$ cat src/rtl/sirq_pkg.sv
package sirq_pkg;
  localparam int unsigned STAT_BASE = 32'h20;
  localparam int unsigned EN_OFS    = 32'h30;
  localparam int unsigned SUM_OFS   = 32'h34;
endpackage

$ cat src/rtl/sirq_lane.sv
module sirq_lane #(
  parameter int LANE_W = 8
) (
  input  logic              clk,
  input  logic              rst_n,
  input  logic [LANE_W-1:0] set_i,
  input  logic [LANE_W-1:0] clr_i,
  output logic [LANE_W-1:0] lane_o
);
  always_ff @(posedge clk) begin
    if (!rst_n) lane_o <= '0;
    else        lane_o <= (lane_o & ~clr_i) | set_i;  // set dominates clear
  end
endmodule

$ cat src/rtl/sirq_regif.sv
module sirq_regif #(
  parameter int NUM_SLV = 16,
  parameter int LANE_W  = 8,
  parameter int DATA_W  = 32,
  parameter int ADDR_W  = 8
) (
  input  logic                      reg_we,
  input  logic [ADDR_W-1:0]         reg_addr,
  input  logic [DATA_W-1:0]         reg_wdata,
  input  logic [NUM_SLV*LANE_W-1:0] lane_flat,
  input  logic [NUM_SLV-1:0]        en_q,
  input  logic [NUM_SLV-1:0]        nz,
  output logic [DATA_W-1:0]         reg_rdata,
  output logic [NUM_SLV*LANE_W-1:0] clr_flat,
  output logic                      en_we
);
  import sirq_pkg::*;
  localparam int LPW     = DATA_W / LANE_W;
  localparam int NWORDS  = NUM_SLV / LPW;
  localparam int WIDX_W  = (NWORDS > 1) ? $clog2(NWORDS) : 1;

  logic [ADDR_W-1:0] off;
  logic              stat_hit;
  logic [WIDX_W-1:0] widx;

  assign off      = reg_addr - ADDR_W'(STAT_BASE);
  assign stat_hit = (reg_addr >= ADDR_W'(STAT_BASE)) &&
                    (off < ADDR_W'(4 * NWORDS)) && (off[1:0] == 2'b00);
  assign widx     = off[2 +: WIDX_W];
  assign en_we    = reg_we && (reg_addr == ADDR_W'(EN_OFS));

  for (genvar n = 0; n < NUM_SLV; n++) begin : g_clr
    assign clr_flat[n*LANE_W +: LANE_W] =
      (reg_we && stat_hit && (widx == WIDX_W'(n / LPW)))
        ? reg_wdata[(n % LPW)*LANE_W +: LANE_W] : '0;
  end

  always_comb begin
    reg_rdata = '0;
    if (stat_hit) begin
      for (int k = 0; k < NWORDS; k++)
        if (widx == WIDX_W'(k)) reg_rdata = lane_flat[k*DATA_W +: DATA_W];
    end else if (reg_addr == ADDR_W'(EN_OFS)) begin
      reg_rdata[NUM_SLV-1:0] = en_q;
    end else if (reg_addr == ADDR_W'(SUM_OFS)) begin
      reg_rdata[NUM_SLV-1:0] = nz;
    end
  end
endmodule

$ cat src/rtl/sirq_aggr.sv
module sirq_aggr #(
  parameter int NUM_SLV = 16,
  parameter int LANE_W  = 8,
  parameter int SID_W   = 5,
  parameter int DATA_W  = 32,
  parameter int ADDR_W  = 8
) (
  input  logic              clk,
  input  logic              rst_n,
  input  logic              evt_valid,
  input  logic [SID_W-1:0]  evt_sid,
  input  logic [LANE_W-1:0] evt_bits,
  input  logic [ADDR_W-1:0] reg_addr,
  input  logic              reg_we,
  input  logic [DATA_W-1:0] reg_wdata,
  output logic [DATA_W-1:0] reg_rdata,
  output logic              irq_o
);
  logic [NUM_SLV*LANE_W-1:0] lane_flat;
  logic [NUM_SLV*LANE_W-1:0] clr_flat;
  logic [NUM_SLV-1:0]        en_q;
  logic [NUM_SLV-1:0]        nz;
  logic                      en_we;

  for (genvar n = 0; n < NUM_SLV; n++) begin : g_slv
    logic [LANE_W-1:0] set_n;
    assign set_n = (evt_valid && (evt_sid == SID_W'(n))) ? evt_bits : '0;
    sirq_lane #(.LANE_W(LANE_W)) lane_i (
      .clk    (clk),
      .rst_n  (rst_n),
      .set_i  (set_n),
      .clr_i  (clr_flat[n*LANE_W +: LANE_W]),
      .lane_o (lane_flat[n*LANE_W +: LANE_W])
    );
    assign nz[n] = |lane_flat[n*LANE_W +: LANE_W];
  end

  sirq_regif #(
    .NUM_SLV(NUM_SLV), .LANE_W(LANE_W), .DATA_W(DATA_W), .ADDR_W(ADDR_W)
  ) regif_i (
    .reg_we    (reg_we),
    .reg_addr  (reg_addr),
    .reg_wdata (reg_wdata),
    .lane_flat (lane_flat),
    .en_q      (en_q),
    .nz        (nz),
    .reg_rdata (reg_rdata),
    .clr_flat  (clr_flat),
    .en_we     (en_we)
  );

  always_ff @(posedge clk) begin
    if (!rst_n)     en_q <= '0;
    else if (en_we) en_q <= reg_wdata[NUM_SLV-1:0];
  end

  assign irq_o = |(en_q & nz);
endmodule

$ cat config.mk
export PLATFORM = sky130hd
export DESIGN_NAME = sirq_aggr
export DESIGN_NICKNAME = d
export VERILOG_FILES = /design/src/rtl/sirq_pkg.sv /design/src/rtl/sirq_lane.sv /design/src/rtl/sirq_regif.sv /design/src/rtl/sirq_aggr.sv
export SDC_FILE = /design/constraint.sdc
export NUM_CORES = 1
export LEC_CHECK = 0
export CAP_MARGIN = 20
export CORE_ASPECT_RATIO = 1.1
export CORE_MARGIN = 3
export CORE_UTILIZATION = 50
export CTS_CLUSTER_DIAMETER = 80
export CTS_CLUSTER_SIZE = 14
export DETAILED_ROUTE_END_ITERATION = 16
export PLACE_DENSITY = 0.76
export SYNTH_ARGS = -nofsm -noshare
export SYNTH_HDL_FRONTEND = slang
export SYNTH_SLANG_ARGS = --single-unit
$ cat constraint.sdc
create_clock -name clk -period 2.1 [get_ports clk]
set_input_delay 0.21 -clock clk [delete_from_list [all_inputs] [get_ports clk]]
set_output_delay 0.21 -clock clk [all_outputs]
set_load 0.02 [all_outputs]
==> results by group <==
Placed design
  • Placed Cells: 1250
  • Placed cell area: 9840 um^2
  • Port bufs: 89
  • HPWL after DPL: 20000 um
  • GP Congestion: ~0.95

Timing
  • Min cycle time layout: 2540 ps
  • Worst-margin pin slew: about 560 ps
  • TNS Setup: -480 ps
  • Setup WS post-layout: -439 ps
  • Worst rel slew slack: 62.7%
  • Fin crit share: 121%
  • Final Max Slew Viols: 0
  • Clock skew: 0 ps
  • Final hold vios: 0
  • Hold Slack: ~230 ps
  • RSZ-0062 raised after global routing: yes
  • Number of setup violations in the final report: 2
  • Fmax achieved: 394 MHz

Worst setup path
  • CP Capture Type: output port
  • Critical path launch point type: flip-flop
  • FF-to-FF setup slack: between 1000 and 1500 ps
  • R2r endpoint: en_q[11]
  • CP Cell Sequence: or4_1 -> o21ai_2 -> nand4_1 -> or4_4 -> buf_6
  • Critical Path AT: roughly 2300 ps
  • Worst Setup SP: g_slv[7].lane_i.lane_o[1]
  • Slowest CP cell: or4_1
  • R2R Path Start: en_q[11]
  • Worst reg-to-reg path cell count: 3
  • CP required: about 1900 ps
  • Worst-path maximum fanout: 2
  • Critical path class: reg -> out
  • Critical Path Max Stage Delay: 560 ps

Final layout
  • Final Cell Area: 10600 um^2
  • Multi-input logic area: 4400 um^2
  • Syn-to-layout area delta: 44.0%
  • N_diodes: 0
  • Fin cells: 1287
  • Nets@finish: 1144
  • FF/Latch Area: about 2900 um^2
  • # fillers: 984
  • Share of layout cells above drive strength 1: 30.1%

Clocking
  • Worst-Skew Late Latency: 430 ps
  • Root cell of the clock tree: clkbuf_16
  • H-tree depth: 4
  • Clock sink total: 144
  • TritonCTS clock tree: done
  • Cts bufs inserted: 17
  • Worst-path clk slew: ~60 ps
  • Clk buf depth: 2
  • Post-CTS Hold Buffers: 0

Status
  • Status: finished, violations left
  • Failing checks: setup timing

Global route
  • First-pass GRT wire length: 44400 um
  • Vias in the first global route: about 8000
  • Total GRT Usage: 35.7%
  • Pin count of the biggest net entering global routing: between 80 and 90
  • Initial antenna violation count: 0
  • Gr ovfl total: 0

Yosys
  • Unique masters post-synth: 36
  • Sequential area share after synthesis: roughly two fifths
  • Syn Inst Count: 850
  • Cell area after synthesis: around 7400 um^2
  • Post-synth EDFFs: 0
  • Main synth FF type: dfxtp_1
  • Ys async rst share: 0%
  • Syn avg cell area: around 8.7 um^2
  • Post-Syn Nets: 908
  • Yosys reg bits: 144
  • Warnings, synthesis: 0

Pwr
  • VDD IR max: 0.000551 V
  • Static leakage: 4.15 nW
  • P per Cell Area: 622 nW/um^2

Route
  • Routed via count: 8394
  • Remaining DRCs: 0
  • Routed wire length: 29200 um
  • 1st-iter DRT viols: around 1300
  • DRT Pass-1 Iters: 8
  • DR WL/cell: 22.7 um
  • Vias per cell: 6.52
  • Antenna Nets Post-Route: 0

Floorplanning
  • Die Area: 16300 um^2
  • Row cnt: 45
  • Initial Util: 52.3%
  • Die W: 122 um
  • Core Area: 14100 um^2
  • I/O pin total: 90
  • Die H: 133 um

Hold path
  • Hold EP: g_slv[10].lane_i.lane_o[7]
  • Hold path cells: 2
  • Hold crit path type: in -> reg
  • Hold path start: rst_n

Job
  • Max Cap Viol: 0
## stage by stage
step / util (%) / worst slack (ps) / power, mW
floorplan: - / 217 / 3.10
global placement: 69.6 / -508 / 3.44
detailed placement: 69.6 / -595 / 3.45
CTS: 74.8 / -446 / 6.56
global route: 75.2 / -474 / 6.76
finish: 75.2 / -439 / 6.61
## layout by cell type, fill, tap and decap left out, types with 3 or more instances in the layout
cell type        instances
clkbuf_16               17
a22oi_1                 11
nor2_2                   3
clkdlybuf4s50_1         47
dlygate4sd2_1           11
bufinv_16                3
buf_4                  186
buf_12                  13
clkbuf_2                 4
or4_4                   19
a22oi_2                  4
nand3_1                 49
o211ai_1                64
clkbuf_8                 4
nand2_1                130
and2_1                  16
clkinv_2                 6
o31ai_1                 32
dfxtp_1                142
o21ai_1                 11
mux4_2                  30
a21boi_1                 9
o21ai_2                  7
clkdlybuf4s15_1          4
buf_6                    4
or4_1                   14
buf_2                   13
o21ai_0                106
a21boi_0                71
nand4_1                  7
o21ai_4                  3
nor2_1                  24
## synth_stat cells (all sizes together) (4+ instances only)
library cell,instances,area (um^2)
a21boi,80,601
a22oi,15,113
and2,16,100
buf,20,85.1
clkbuf,51,191
dfxtp,144,2880
mux4,32,728
nand2,130,488
nand3,50,250
nand4,7,43.8
nor2,27,101
nor2b,4,25.0
o211ai,64,480
o21ai,127,639
o31ai,32,240
or4,33,259
## flip-flops by register name, indices dropped and copies added, names as in the netlist
register	count
g_slv.lane_i.lane_o	128
en_q	16
## area by class of cell
type	count	area share [%]
Multi-Input combinational cell	633	41.4
Sequential cell	144	27.1
Timing Repair Buffer	288	23.4
Clock buffer	21	4.52
Tap cell	188	2.21
Clock inverter	11	1.27
Inverter	2	0.0706
## what timing repair did
action	in CTS	in global routing
setup buffers	4	0
gates cloned	1	0
pin swaps	9	7
gates resized for setup	143	39
setup endpoints to repair	33	23
## cell families after synthesis
group           Yosys count  share of synthesized area, %
flops                   144                          39.0
mux                      32                          9.86
simple gates            280                          18.8
xor+xnor                  1                         0.119
fa+ha+maj                 1                         0.169
compound gates          319                          28.2
buf+inv                  73                          3.85
## power breakdown
| group | internal, mW | switching (mW) |
|---|---|---|
| Clock | 1.98 | 1.19 |
| Combinational | 0.299 | 0.383 |
| Sequential | 2.75 | 0.0110 |
| Total | 5.03 | 1.59 |
## worst max-delay path: cells and delay by family (launching register included)
kind / cells / cell delay [ps]
and+or+nand+nor: 3 / 1220
DFF: 1 / 320
AOI/OAI and AO/OA: 1 / 200
buffers and inverters: 1 / 150
## layer usage
| metal | global-route usage [%] | share of wire [%] |
|---|---|---|
| met1 | 45.1 | 37 |
| met5 | 0 | 0 |
| met3 | 9.77 | 13 |
| met2 | 55.3 | 45 |
| met4 | 19.6 | 5.7 |
## worst max-delay path by stage
stage                               end  slack (ps)  cells after the start
after floorplan                   irq_o         220                      4
after global routing              irq_o        -470                      5
after detailed placement   reg_rdata[1]        -600                      9
after CTS                         irq_o        -450                      5
after global placement    reg_rdata[11]        -510                      9
final                             irq_o        -440                      5
(Power assumes the default switching activity.)
